$ cat src/rtl/brg_pkg.sv
package brg_pkg;
  typedef enum logic [1:0] {
    RATIO_LO   = 2'd0,
    RATIO_HI   = 2'd1,
    RATIO_SYNC = 2'd2
  } ratio_e;
endpackage

$ cat src/rtl/brg_ctrl.sv
module brg_ctrl
  import brg_pkg::*;
#(
  parameter int DIV_W = 8
) (
  input  logic             clk,
  input  logic             rst_n,
  input  logic             wr_en,
  input  logic [DIV_W-1:0] wr_data,
  input  logic             sync_sel,
  input  logic             fast_sel,
  output logic [DIV_W-1:0] div_q,
  output logic [DIV_W-1:0] load_val,
  output ratio_e           ratio_q,
  output logic             restart
);
  ratio_e           ratio_d;
  logic [DIV_W-1:0] div_d;

  always_comb begin
    if (sync_sel)      ratio_d = RATIO_SYNC;
    else if (fast_sel) ratio_d = RATIO_HI;
    else               ratio_d = RATIO_LO;
    div_d    = wr_en ? wr_data : div_q;
    load_val = div_d;
    restart  = wr_en || (ratio_d != ratio_q);
  end

  always_ff @(posedge clk or negedge rst_n) begin
    if (!rst_n) begin
      div_q   <= '0;
      ratio_q <= RATIO_LO;
    end else begin
      div_q   <= div_d;
      ratio_q <= ratio_d;
    end
  end

  // the ratio register follows the selects one edge later
  p_ratio_follows_r6: assert property (@(posedge clk) disable iff (!rst_n)
    (sync_sel) |=> (ratio_q == RATIO_SYNC));

  p_write_lands_r5: assert property (@(posedge clk) disable iff (!rst_n)
    wr_en |=> (div_q == $past(wr_data)));
endmodule

$ cat src/rtl/brg_timer.sv
module brg_timer #(
  parameter int DIV_W = 8
) (
  input  logic             clk,
  input  logic             rst_n,
  input  logic             restart,
  input  logic [DIV_W-1:0] load_val,
  input  logic [DIV_W-1:0] div_q,
  output logic             step
);
  logic [DIV_W-1:0] cnt_q, cnt_d;

  always_comb begin
    step = (cnt_q == '0);
    if (restart)   cnt_d = load_val;
    else if (step) cnt_d = div_q;
    else           cnt_d = cnt_q - 1'b1;
  end

  always_ff @(posedge clk or negedge rst_n) begin
    if (!rst_n) cnt_q <= '0;
    else        cnt_q <= cnt_d;
  end

  p_cnt_bounded_r5: assert property (@(posedge clk) disable iff (!rst_n)
    cnt_q <= div_q);

  p_restart_load_r5: assert property (@(posedge clk) disable iff (!rst_n)
    restart |=> (cnt_q == $past(load_val)));
endmodule

$ cat src/rtl/brg_post.sv
module brg_post
  import brg_pkg::*;
#(
  parameter int LO_DIV   = 64,
  parameter int HI_DIV   = 16,
  parameter int SYNC_DIV = 4,
  parameter int OS_RATE  = 16
) (
  input  logic   clk,
  input  logic   rst_n,
  input  logic   restart,
  input  logic   step,
  input  ratio_e ratio_q,
  output logic   baud_tick,
  output logic   os_tick,
  output logic   shift_en
);
  localparam int PW = $clog2(LO_DIV);
  localparam logic [PW-1:0] LO_MAX   = PW'(LO_DIV - 1);
  localparam logic [PW-1:0] HI_MAX   = PW'(HI_DIV - 1);
  localparam logic [PW-1:0] SYNC_MAX = PW'(SYNC_DIV - 1);
  localparam logic [PW-1:0] LO_OSM   = PW'(LO_DIV / OS_RATE - 1);
  localparam logic [PW-1:0] HI_OSM   = PW'(HI_DIV / OS_RATE - 1);

  logic [PW-1:0] cnt_q, cnt_d, cnt_max, os_mask;
  logic          is_async;

  always_comb begin
    is_async = (ratio_q != RATIO_SYNC);
    case (ratio_q)
      RATIO_HI:   begin cnt_max = HI_MAX;   os_mask = HI_OSM; end
      RATIO_SYNC: begin cnt_max = SYNC_MAX; os_mask = '0;     end
      default:    begin cnt_max = LO_MAX;   os_mask = LO_OSM; end
    endcase
    baud_tick = step && (cnt_q == cnt_max);
    os_tick   = step && is_async && ((cnt_q & os_mask) == os_mask);
    shift_en  = baud_tick && !is_async;
    if (restart)        cnt_d = '0;
    else if (baud_tick) cnt_d = '0;
    else if (step)      cnt_d = cnt_q + 1'b1;
    else                cnt_d = cnt_q;
  end

  always_ff @(posedge clk or negedge rst_n) begin
    if (!rst_n) cnt_q <= '0;
    else        cnt_q <= cnt_d;
  end

  p_single_baud_r9: assert property (@(posedge clk) disable iff (!rst_n)
    baud_tick |=> !baud_tick);

  p_restart_clears_r6: assert property (@(posedge clk) disable iff (!rst_n)
    restart |=> (cnt_q == '0));

  p_shift_sync_only_r8: assert property (@(posedge clk) disable iff (!rst_n)
    shift_en |-> (ratio_q == RATIO_SYNC));

  p_no_os_in_sync_r7: assert property (@(posedge clk) disable iff (!rst_n)
    (ratio_q == RATIO_SYNC) |-> !os_tick);
endmodule

$ cat src/rtl/baud_rate_gen.sv
module baud_rate_gen
  import brg_pkg::*;
#(
  parameter int DIV_W    = 8,
  parameter int LO_DIV   = 64,
  parameter int HI_DIV   = 16,
  parameter int SYNC_DIV = 4,
  parameter int OS_RATE  = 16
) (
  input  logic             clk,
  input  logic             rst_n,
  input  logic             div_wr,
  input  logic [DIV_W-1:0] div_wdata,
  input  logic             sync_mode,
  input  logic             hi_speed,
  output logic             baud_tick,
  output logic             os_tick,
  output logic             shift_en,
  output logic [DIV_W-1:0] div_value
);
  logic [DIV_W-1:0] div_q, load_val;
  ratio_e           ratio_q;
  logic             restart, step;

  brg_ctrl #(.DIV_W(DIV_W)) u_ctrl (
    .clk(clk), .rst_n(rst_n), .wr_en(div_wr), .wr_data(div_wdata),
    .sync_sel(sync_mode), .fast_sel(hi_speed), .div_q(div_q),
    .load_val(load_val), .ratio_q(ratio_q), .restart(restart)
  );

  brg_timer #(.DIV_W(DIV_W)) u_timer (
    .clk(clk), .rst_n(rst_n), .restart(restart), .load_val(load_val),
    .div_q(div_q), .step(step)
  );

  brg_post #(
    .LO_DIV(LO_DIV), .HI_DIV(HI_DIV), .SYNC_DIV(SYNC_DIV), .OS_RATE(OS_RATE)
  ) u_post (
    .clk(clk), .rst_n(rst_n), .restart(restart), .step(step),
    .ratio_q(ratio_q), .baud_tick(baud_tick), .os_tick(os_tick),
    .shift_en(shift_en)
  );

  assign div_value = div_q;

  p_baud_has_os_r7: assert property (@(posedge clk) disable iff (!rst_n)
    (baud_tick && !shift_en && (ratio_q != RATIO_SYNC)) |-> os_tick);
endmodule

$ cat config.mk
export PLATFORM = sky130hd
export DESIGN_NAME = baud_rate_gen
export DESIGN_NICKNAME = d
export VERILOG_FILES = /design/src/rtl/brg_pkg.sv /design/src/rtl/brg_ctrl.sv /design/src/rtl/brg_timer.sv /design/src/rtl/brg_post.sv /design/src/rtl/baud_rate_gen.sv
export SDC_FILE = /design/constraint.sdc
export NUM_CORES = 1
export LEC_CHECK = 0
export ABC_AREA = 1
export BUFFER_PORTS_ARGS = -buffer_cell sky130_fd_sc_hd__buf_2
export CORE_AREA = 2 2 55 57
export DETAILED_ROUTE_END_ITERATION = 8
export DIE_AREA = 0 0 57 59
export GPL_ROUTABILITY_DRIVEN = 0
export MAX_ROUTING_LAYER = met4
export PLACE_DENSITY_LB_ADDON = 0.12
export SLEW_MARGIN = 5
export SYNTH_ARGS = -nofsm -noshare
export SYNTH_HDL_FRONTEND = slang
export SYNTH_SLANG_ARGS = --single-unit
$ cat constraint.sdc
create_clock -name clk -period 1.8 [get_ports clk]
set_clock_uncertainty 0.1 [all_clocks]
set_input_delay 0.18 -clock clk [delete_from_list [all_inputs] [get_ports clk]]
set_output_delay 0.18 -clock clk [all_outputs]
set_load 0.1 [all_outputs]
**Yosys cells after proc, flatten, opt, wreduce, memory -nomap -nowiden**

Index checks and enable logic that the tools add are counted.
W data, S select, Z words.

- Reductions and logical operators: 9
- Bitwise gates (word level): 1
- Add/sub/neg operators: 2
- Eq/ne operators: 6
- Mux-type cells: 10

Operators with widths:

| cell | number |
|---|---|
| $mux W8 | 3 |
| $mux W6 | 3 |
| $pmux W6 S2 | 1 |
| $logic_not A8 Y1 | 1 |
| $sub A8 B1 Y8 const B | 1 |
| $add A6 B1 Y6 const B | 1 |
| $and A6 B2 Y6 | 1 |
| $eq A6 B2 Y1 | 1 |
| $eq A6 B6 Y1 | 1 |
| $logic_and A1 B1 Y1 | 4 |
| $mux W2 | 2 |
| $reduce_bool A3 Y1 | 1 |
| $eq A2 B1 Y1 const B | 1 |
| $eq A2 B2 Y1 const B | 1 |
| $ne A2 B2 Y1 | 1 |
| $ne A2 B2 Y1 const B | 1 |
| $reduce_or A2 Y1 | 1 |
| $logic_not A1 Y1 | 1 |
| $logic_or A1 B1 Y1 | 1 |
| $mux W1 | 1 |

- Logic and storage cells: 32
- Output and inout port bits: 11
- Input port bits: 13
- Bits in registers: 24

**Logic depth before layout (Yosys ltp)**

Gate-level depths: netlist (run 1).

- Word-level depth: 6
- Gate-level depth with buffers: 9
- Depth with buffers taken out: 9

**Hierarchy**

Synthesis (run 1) repeated with hierarchy kept, for this count alone.

- Cells, all modules: 195
- Area, all modules: 1462.7 um^2

By module, submodules not included:

| module | cells each | instances | area each (um^2) | seq. area each (um^2) |
|---|---|---|---|---|
| brg_timer | 93 | 1 | 630.6 | 200.2 |
| brg_post | 54 | 1 | 417.9 | 150.1 |
| brg_ctrl | 48 | 1 | 414.1 | 250.2 |

**Worst setup path after synthesis (run 1)**

No wires, ideal clock.

- Path type: register -> output
- From: reg u_timer.cnt_q[0]
- To: out shift_en
- Data arrival time: 3.858 ns
- Slack: -2.338 ns
- Cell stages (with the launch flop): 7
- Cell sequence: dfrtp_1 > inv_1 > ha_1 > nand2_1 > nor2_2 > nand2_2 > nor4_1

- Word-level cells in the longest chain between the ends: 3

RTL lines:

| item | line | source |
|---|---|---|
| start, declared | brg_timer.sv:11 | `logic [DIV_W-1:0] cnt_q, cnt_d;` |
| start signal, assigned | brg_timer.sv:22 | `else cnt_q <= cnt_d;` |
| $logic_not A8 Y1 | brg_timer.sv:14 | `step = (cnt_q == '0);` |
| $logic_and A1 B1 Y1 | brg_post.sv:35 | `baud_tick = step && (cnt_q == cnt_max);` |
| $logic_and A1 B1 Y1 | brg_post.sv:37 | `shift_en = baud_tick && !is_async;` |
| end, declared | baud_rate_gen.sv:18 | `output logic shift_en,` |

Every way passes these cells.

**Worst setup path in the final report (run 1)**

- From: reg u_ctrl.ratio_q[1]
- To: out baud_tick

- Word-level cells in the longest chain between the ends: 4

RTL lines:

| item | line | source |
|---|---|---|
| start, declared | brg_ctrl.sv:14 | `output ratio_e ratio_q,` |
| start signal, assigned | brg_ctrl.sv:35 | `ratio_q <= ratio_d;` |
| $eq A2 B2 Y1 / $eq A2 B1 Y1 (equally long branches) | brg_post.sv:30 | `case (ratio_q)` |
| $pmux W6 S2 * | brg_post.sv:30 |  |
| $eq A6 B6 Y1 * | brg_post.sv:35 |  |
| $logic_and A1 B1 Y1 * | brg_post.sv:35 |  |
| end, declared | baud_rate_gen.sv:16 | `output logic baud_tick,` |

Mark *: on every way between the ends. The rest lies on a longest branch, timed or not.

==> results.yml, run 1 <==
setup_path:
  crit_type: "register to output port"
  critPathMaxFanout: 4
  critPathMaxStageDelay_ns: 0.43
  start_kind: "register"
  critPathRequiredTime_ns: 1.52
  cp_slowest_cell: "dfrtp_1"
  cp_top_family: "flip-flops"
  worstPathArrival_ns: 1.79
  crit_start: "u_ctrl.ratio_q[1]$_DFF_PN0_"
  path_cells: "ha_4 -> a21oi_2 -> nor2_2 -> nand2_2 -> buf_6 -> nor3_4 -> buf_12"
  reg2reg_from: "u_ctrl.ratio_q[0]$_DFF_PN0_"
  end_kind: "output port"
  path_buf_inv: 2
floorplan:
  num_io_pins: 24
  dieArea_mm2: 0.00336
  die_x_um: 57
  core_area_mm2: 0.00271
  start_util: 0.536
  rows: 19
  die-height_um: 59
route:
  wire_per_inst_um: 11.8
  vias: 1436
  finalWirelength_mm: 3.37
  drt_pre_antenna_iters: 4
  drc: 0
  initialDrtViolationCount: 48
  ant_nets: 0
  viasPerCell: 5.02
layout:
  stdcell_area_mm2: 0.00203
  finalNonFillerCells: 286
  layout-area-overhead-vs-synth_pct: 39.8
  final_common_cell: "nand2_1"
  final_cell_mix: "80 x nand2_1, 24 x dfrtp_1, 20 x buf_2"
  layout.nets: 272
  n_antenna_cell: 0
  drive_gt1_frac: 0.302
pwr:
  p_leak_nw: 1.07
  power_density_mw_per_mm2: 683
  power.total_mw: 1.39
  irDropWorstVdd_mv: 0.705
logic_synthesis:
  synth_area_leaders: "dfrtp_1 41%, nand2_1 22%, inv_1 5.4%"
  yosys.cell_types.count: 26
  yosys.area.top_type: "dfrtp_1"
  yosysTopAreaCellShare: 0.414
  synth_fp_nets: 218
  synth_seq_cells: 24
  ys_seq_area_frac: 0.414
  muxShareOfSynthArea: 0
  synthXorXnorAreaFrac: 0.0362
  syn-cell-area_mm2: 0.00145
  synth-compound-area-share: 0.0457
  synthSimpleGateAreaFrac: 0.398
  avgSynthCellArea_um2: 7.19
  synth_cells: 202
  synthAdderAreaFrac: 0.0259
  synth_top_family_by_area: "simple AND/OR/NAND/NOR gates"
  ys_warn_count: 0
place:
  dpl_worst_slack_ns: -0.0293
  dp_hpwl_mm: 2.36
  place_inst: 261
  io_buffers: 23
  placed_cell_area_mm2: 0.00178
worst_hold_path:
  hp-class: "input port to register"
  hp-start: "div_wr"
global_routing:
  gr-total-overflow: 0
  grt_max_degree: 25
  grt_pass1_wl_mm: 5.78
  grt_pass1_vias: 1372
  antenna_found_initial: 0
  grtUsageTotal: 0.230
timing:
  slew_viol_final: 0
  post-route-min-period_ns: 2.07
  rsz0062_at_grt: "true"
  setup_slack_ns: -0.274
  fmax_ghz: 0.482
  setup_viol: 3
  tns_ns: -0.614
  finalCritPeriodShare: 1.15
  tightestPinTransition_ns: 0.541
  hold_viol: 0
  relSlewSlack: 0.639
clock_tree:
  clk_pin_slew_ns: 0.14
  clock_latency_ns: 0.32
  htreeDepth: 1
  clock_path_buffers: 2
  cts-root-buf: "clkbuf_4"
  cts_made_buffers: 3
  cts_sinks: 24
  cts_tree: "done"
outcome:
  status: "finished, violations left"
  violations: "negative setup slack"
flow_run:
  drv_cap: 0
Yosys cell counts:
cell and number:
nand2_1 84, dfrtp_1 24, inv_1 21, nand3_1 15
nor2_1 11, nor2_2 6, o21ai_0 5, o21ai_1 4
xnor2_1 4, a21oi_1 3, ha_1 3, nand4_1 3
inv_2 2, nand2_2 2, nor2_4 2, nor3_1 2
xor2_1 2, a31oi_1 1, buf_2 1, buf_6 1
clkbuf_2 1, clkinv_4 1, nand2_4 1, nand3b_1 1
nor2_8 1, nor4_1 1
power breakdown:
part	internal (mW)	leakage (nW)	switching [mW]
sequential	0.582	0.303	0.0342
combinational	0.159	0.745	0.315
clock	0.124	0.0210	0.171
total	0.865	1.07	0.520
flip-flops by register name, indices dropped and copies added (netlist names):
| signal | count |
|---|---|
| u_timer.cnt_q | 8 |
| u_ctrl.div_q | 8 |
| u_post.cnt_q | 6 |
| u_ctrl.ratio_q | 2 |
per-layer routing:
| metal | GRT usage | vias to the layer above | part of all wire |
|---|---|---|---|
| met3 | 0.0218 | 4 | 0.029 |
| met4 | 0.110 | 0 | 0.012 |
| met2 | 0.411 | 26 | 0.53 |
| met1 | 0.262 | 675 | 0.42 |
| met5 | - | - | 0 |
| li1 | - | 731 | - |
cell type report:
cell class                 instances  area [um2]
multi-input combinational        151         847
fill                             193         681
sequential                        24         601
timing repair buffer              52         409
inverter                          24        97.6
tap                               31        38.8
clock buffer                       4        36.3
timing repair:
item,4_1_cts,5_1_grt
pin swaps,7,6
endpoints found under the hold margin,34,0
setup endpoints to repair,3,3
hold buffers,11,0
setup buffers,7,3
resized for setup,4,6
final timing paths:
path,to,slack [ns],cells after the start
worst max-delay path,baud_tick,-0.27,7
worst min-delay path,u_ctrl.div_q[7]$_DFF_PN0_,0.1,3
worst max register to register,u_post.cnt_q[4]$_DFFE_PN0P_,0.12,11
worst min register to register,u_timer.cnt_q[1]$_DFF_PN0_,0.43,2
max in group asynchronous,u_timer.cnt_q[7]$_DFF_PN0_,0.99,2
min in group asynchronous,u_ctrl.ratio_q[1]$_DFF_PN0_,0.25,2
per-stage QoR:
stage / utilization / hold slack, ns
floorplan: - / -0.216
global placement: 0.655 / 0.0911
detailed placement: 0.655 / 0.108
CTS: 0.733 / 0.0832
global route: 0.749 / 0.111
finish: 0.749 / 0.0956
cells by family after synthesis:
family,Yosys count
simple gates,129
flops,24
fa+ha+maj,3
xor+xnor,6
compound gates,13
buf+inv,27
worst min-delay path: cells and delay by family:
| family | cells | cell delay (ns) |
|---|---|---|
| buffers and inverters | 1 | 0.18 |
| and+or+nand+nor | 2 | 0.14 |
No activity file was read; power rests on OpenSTA's default activity.
==> run 2: changes to the inputs <==
--- a/config.mk
+++ b/config.mk
@@ -7,12 +7,15 @@
 export LEC_CHECK = 0
 export ABC_AREA = 1
 export BUFFER_PORTS_ARGS = -buffer_cell sky130_fd_sc_hd__buf_2
-export CORE_AREA = 2 2 55 57
+export CELL_PAD_IN_SITES_DETAIL_PLACEMENT = 0
+export CELL_PAD_IN_SITES_GLOBAL_PLACEMENT = 1
+export CORE_AREA = 2 2 64 66
 export DETAILED_ROUTE_END_ITERATION = 8
-export DIE_AREA = 0 0 57 59
+export DIE_AREA = 0 0 66 68
 export GPL_ROUTABILITY_DRIVEN = 0
 export MAX_ROUTING_LAYER = met4
 export PLACE_DENSITY_LB_ADDON = 0.12
+export REMOVE_ABC_BUFFERS = 1
 export SLEW_MARGIN = 5
 export SYNTH_ARGS = -nofsm -noshare
 export SYNTH_HDL_FRONTEND = slang
==> results.yml, run 2 (synthesis gave the netlist of run 1 again) <==
outcome:
  status: "finished, violations left"
  violations: "negative setup slack"
setup_path:
  start_kind: "register"
  critPathMaxStageDelay_ns: 0.42
  path_buf_inv: 2
  critPathRequiredTime_ns: 1.52
  crit_type: "register to output port"
  end_kind: "output port"
  reg2reg_from: "u_timer.cnt_q[1]$_DFF_PN0_"
  crit_start: "u_ctrl.ratio_q[1]$_DFF_PN0_"
  path_cells: "ha_4 -> a21oi_2 -> nor2_1 -> nand2_1 -> nor4_2 -> buf_4 -> buf_12"
  cp_slowest_cell: "dfrtp_1"
  rr_endpoint: "u_post.cnt_q[5]$_DFFE_PN0P_"
  r2r_cells: 10
  worstPathArrival_ns: 1.72
  critPathMaxFanout: 5
  r2r_setup_slack_ns: 0.12
  cp_top_family: "flip-flops"
route:
  wire_per_inst_um: 11.7
  initialDrtViolationCount: 55
  drt_pre_antenna_iters: 4
  finalWirelength_mm: 3.49
  ant_nets: 0
  viasPerCell: 4.62
  drc: 0
  vias: 1382
layout:
  fillers: 398
  final_common_cell: "nand2_1"
  final-seq-area_um2: 601
  multi_input_area_um2: 808
  layout.nets: 266
  layout-area-overhead-vs-synth_pct: 36.1
  finalNonFillerCells: 299
  reg_top3: "u_ctrl.div_q (8), u_timer.cnt_q (8), u_post.cnt_q (6)"
  drive_gt1_frac: 0.301
  n_antenna_cell: 0
  final_cell_mix: "83 x nand2_1, 24 x dfrtp_1, 21 x buf_4"
clock_tree:
  htreeDepth: 1
  clk_pin_slew_ns: 0.10
  clock_latency_ns: 0.28
  cts-root-buf: "clkbuf_8"
  cts_tree: "done"
  cts_made_buffers: 3
  cts_sinks: 24
  clock_path_buffers: 2
global_routing:
  grt_pass1_wl_mm: 5.85
  gr-total-overflow: 0
  grt_max_degree: 25
  grt_pass1_vias: 1297
  grtUsageTotal: 0.177
  antenna_found_initial: 0
pwr:
  power_density_mw_per_mm2: 795
  p_leak_nw: 1.03
  irDropWorstVdd_mv: 0.293
  power.total_mw: 1.57
timing:
  hold_viol: 0
  finalCritPeriodShare: 1.11
  rsz0062_at_grt: "true"
  tightestPinTransition_ns: 0.583
  fmax_ghz: 0.501
  setup_slack_ns: -0.198
  setup_viol: 3
  relSlewSlack: 0.611
  post-route-min-period_ns: 2.00
  hold_ws_ns: 0.0179
  slew_viol_final: 0
floorplan:
  die_x_um: 66
  die-height_um: 68
  rows: 23
  dieArea_mm2: 0.00449
  num_io_pins: 24
  start_util: 0.376
  core_area_mm2: 0.00386
flow_run:
  drv_cap: 0
place:
  dpl_worst_slack_ns: 0.0206
  io_buffers: 23
  place_inst: 283
  dp_hpwl_mm: 2.46
worst_hold_path:
  hold_path_end: "u_ctrl.div_q[1]$_DFF_PN0_"
  min_path_cells: 3
  hp-class: "input port to register"
  hp-start: "div_wdata[1]"
[run 2: cell types whose count changed in the layout (fill, tap and decap cells not counted), sizes merged]
cell	before	now
clkbuf	4	3
dlygate4sd3	11	2
buf	41	44
bufinv	0	1
[run 2: layer usage]
metal / GRT usage / part of all wire / vias up
met5: - / 0 / -
met4: 0.0536 / 0.012 / 0
met3: 0.0247 / 0.034 / 5
met2: 0.275 / 0.47 / 22
met1: 0.242 / 0.49 / 629
li1: - / - / 726
[run 2: stage by stage]
step / instance area [um2] / setup TNS [ns] / util
after global placement: 1740 / 0 / 0.450
after detailed placement: 1740 / 0 / 0.450
after floorplan: 1430 / -5.38 / -
after global routing: 1980 / -0.657 / 0.512
after CTS: 1950 / -0.361 / 0.505
final: 1980 / -0.364 / 0.512
[run 2: what timing repair did]
item                       CTS  global route
hold endpoints to repair    25             0
hold buffers                 2             0
pin swaps                    5             4
gates cloned                 0             0
setup endpoints to repair    3             7
buffers inserted             7             3
gates resized for setup     16             1
[run 2: worst max path at each step]
| stage | end | slack (ns) | cells past startpoint |
|---|---|---|---|
| final | shift_en | -0.20 | 7 |
| after global placement | baud_tick | 0.05 | 6 |
| after floorplan | shift_en | -2.34 | 6 |
| after global routing | shift_en | -0.31 | 8 |
| after CTS | shift_en | -0.19 | 7 |
| after detailed placement | shift_en | 0.02 | 7 |
[run 2: area by class of cell]
class / instances / area share
sequential: 24 / 0.304
tap: 50 / 0.0317
inverter: 24 / 0.0481
clock buffer: 3 / 0.0209
timing repair buffer: 46 / 0.171
multi-input combinational: 151 / 0.409
clock inverter: 1 / 0.0152
[run 2: tightest hold or removal path, stage by stage]
cell     delay, ns
buf_2         0.07
nand2_1       0.04
nand2_1       0.07
[run 2: power breakdown]
group          internal (mW)  switching [mW]  total [mW]
Combinational          0.156           0.310       0.466
Sequential             0.582          0.0308       0.613
Clock                  0.298           0.193       0.491
Total                   1.04           0.534        1.57
==> run 3: changes to the inputs <==
--- a/config.mk
+++ b/config.mk
@@ -6,7 +6,7 @@
 export NUM_CORES = 1
 export LEC_CHECK = 0
 export ABC_AREA = 1
-export BUFFER_PORTS_ARGS = -buffer_cell sky130_fd_sc_hd__buf_2
+export BUFFER_PORTS_ARGS = -buffer_cell sky130_fd_sc_hd__clkbuf_2
 export CELL_PAD_IN_SITES_DETAIL_PLACEMENT = 0
 export CELL_PAD_IN_SITES_GLOBAL_PLACEMENT = 1
 export CORE_AREA = 2 2 64 66
==> results.yml, run 3 (synthesis gave the netlist of run 1 again) <==
layout:
  layout.nets: 274
  final_common_cell: "nand2_1"
  reg_top3: "u_ctrl.div_q (8), u_timer.cnt_q (8), u_post.cnt_q (6)"
  drive_gt1_frac: 0.324
  stdcell_area_mm2: 0.00201
  layout-area-overhead-vs-synth_pct: 38.3
  multi_input_area_um2: 803
  n_antenna_cell: 0
  final-seq-area_um2: 601
  fillers: 406
  final_cell_mix: "83 x nand2_1, 28 x buf_4, 24 x dfrtp_1"
  fin_util: 0.520
clock_tree:
  clock_latency_ns: 0.26
  cts_sinks: 24
  cts_made_buffers: 3
  clock_path_buffers: 2
  cts-root-buf: "clkbuf_8"
  clk_pin_slew_ns: 0.08
  cts_tree: "done"
  htreeDepth: 1
timing:
  rsz0062_at_grt: "true"
  fmax_ghz: 0.475
  hold_viol: 0
  tns_ns: -0.683
  slew_viol_final: 0
  finalCritPeriodShare: 1.17
  post-route-min-period_ns: 2.11
  relSlewSlack: 0.568
  setup_viol: 5
  tightestPinTransition_ns: 0.648
  setup_slack_ns: -0.307
pwr:
  power_density_mw_per_mm2: 703
  p_comb_frac: 0.339
  p_seq_frac: 0.436
  power.total_mw: 1.41
  p_switching_uw: 516
  intPower_uw: 894
  p_leak_nw: 1.05
  power.share.switching: 0.366
  pwr-share-clk: 0.226
  irDropWorstVdd_mv: 0.599
global_routing:
  grtUsageTotal: 0.176
  grt_pass1_wl_mm: 5.82
  antenna_found_initial: 0
  grtUsageMet1: 0.230
  grt_pass1_vias: 1305
  busiest_layer: "met2"
  grt_use_met3: 0.0362
  grt_max_degree: 25
  grt_use_met2: 0.288
  gr-total-overflow: 0
route:
  vias: 1463
  viasPerCell: 4.78
  finalWirelength_mm: 3.72
  ant_nets: 0
  drc: 0
  initialDrtViolationCount: 39
  drt_pre_antenna_iters: 4
  wire_per_inst_um: 12.2
setup_path:
  start_kind: "register"
  path_buf_inv: 2
  path_cells: "ha_4 -> a21oi_2 -> nor2_1 -> nand2_1 -> nor4_2 -> buf_4 -> buf_12"
  cp_slowest_cell: "dfrtp_1"
  critPathMaxFanout: 4
  end_kind: "output port"
  critPathMaxStageDelay_ns: 0.42
  worstPathArrival_ns: 1.83
  crit_type: "register to output port"
  critPathRequiredTime_ns: 1.52
  cp_top_family: "simple AND/OR/NAND/NOR gates"
place:
  placed_cell_area_mm2: 0.00174
  dp_hpwl_mm: 2.50
  io_buffers: 23
floorplan:
  core_area_mm2: 0.00386
  die-height_um: 68
  die_x_um: 66
  dieArea_mm2: 0.00449
  num_io_pins: 24
  rows: 23
  start_util: 0.376
outcome:
  violations: "negative setup slack"
  status: "finished, violations left"
flow_run:
  drv_cap: 0
worst_hold_path:
  hp-class: "input port to register"
run 3: cell types whose count changed in the layout (fill, tap and decap cells not counted), sizes merged:
cell	previous run	this run
clkbuf	3	23
bufinv	1	0
buf	44	32
run 3: path summary, 6_finish.rpt:
path                                                  start                          end  slack, ns  cells past startpoint
worst min-delay path                           div_wdata[1]    u_ctrl.div_q[1]$_DFF_PN0_       0.03                      3
worst max register to register  u_ctrl.ratio_q[0]$_DFF_PN0_  u_post.cnt_q[4]$_DFFE_PN0P_      -0.06                     13
min in group asynchronous                             rst_n  u_post.cnt_q[3]$_DFFE_PN0P_       0.36                      2
max in group asynchronous                             rst_n   u_timer.cnt_q[2]$_DFF_PN0_       0.82                      2
worst max-delay path            u_ctrl.ratio_q[1]$_DFF_PN0_                     shift_en      -0.31                      7
worst min register to register    u_ctrl.div_q[0]$_DFF_PN0_   u_timer.cnt_q[0]$_DFF_PN0_       0.41                      2
run 3: per-stage QoR:
step                hold WS [ns]  instances  setup slack (ns)
floorplan                 -0.216        199             -2.34
global placement           0.127        283            0.0554
detailed placement         0.134        283            0.0169
CTS                       0.0276        299            -0.203
global route              0.0339        306            -0.384
finish                    0.0347        306            -0.307
run 3: worst reg2reg max path, cell delays in order (launching register included):
cell and delay (ns):
dfrtp_1 0.39, inv_2 0.08, ha_4 0.16, inv_4 0.04, nor2_1 0.13, nor2_1 0.08, buf_4 0.13, buf_4 0.12
buf_4 0.12, buf_4 0.12, buf_4 0.11, nand3_1 0.08, nand3b_1 0.09, nand2_1 0.07
run 3: repair_timing:
| item | in CTS | in global routing |
|---|---|---|
| setup endpoints to repair | 3 | 11 |
| buffers inserted | 11 | 8 |
| resized for setup | 12 | 7 |
| endpoints found under the hold margin | 25 | 0 |
| hold buffers | 2 | 0 |
| pin swaps | 9 | 8 |
run 3: power groups by stage:
stage / Clock, mW / Combinational (mW) / Sequential (mW)
floorplan: 0 / 0.170 / 0.737
global placement: 0 / 0.392 / 0.623
detailed placement: 0 / 0.397 / 0.624
CTS: 0.330 / 0.431 / 0.615
global route: 0.349 / 0.522 / 0.619
finish: 0.318 / 0.477 / 0.614
run 3: layer usage:
layer	part of all wire	vias to the layer above	wire length [um]
met4	0.0059	0	22
met2	0.50	26	1850
li1	-	743	-
met1	0.45	692	1690
met5	0	-	0
met3	0.041	2	153
run 3: final cells by class:
type                       count  share of cell area
sequential                    24               0.299
multi-input combinational    151               0.400
timing repair buffer          54               0.200
inverter                      24              0.0486
tap                           50              0.0312
clock buffer                   3              0.0206
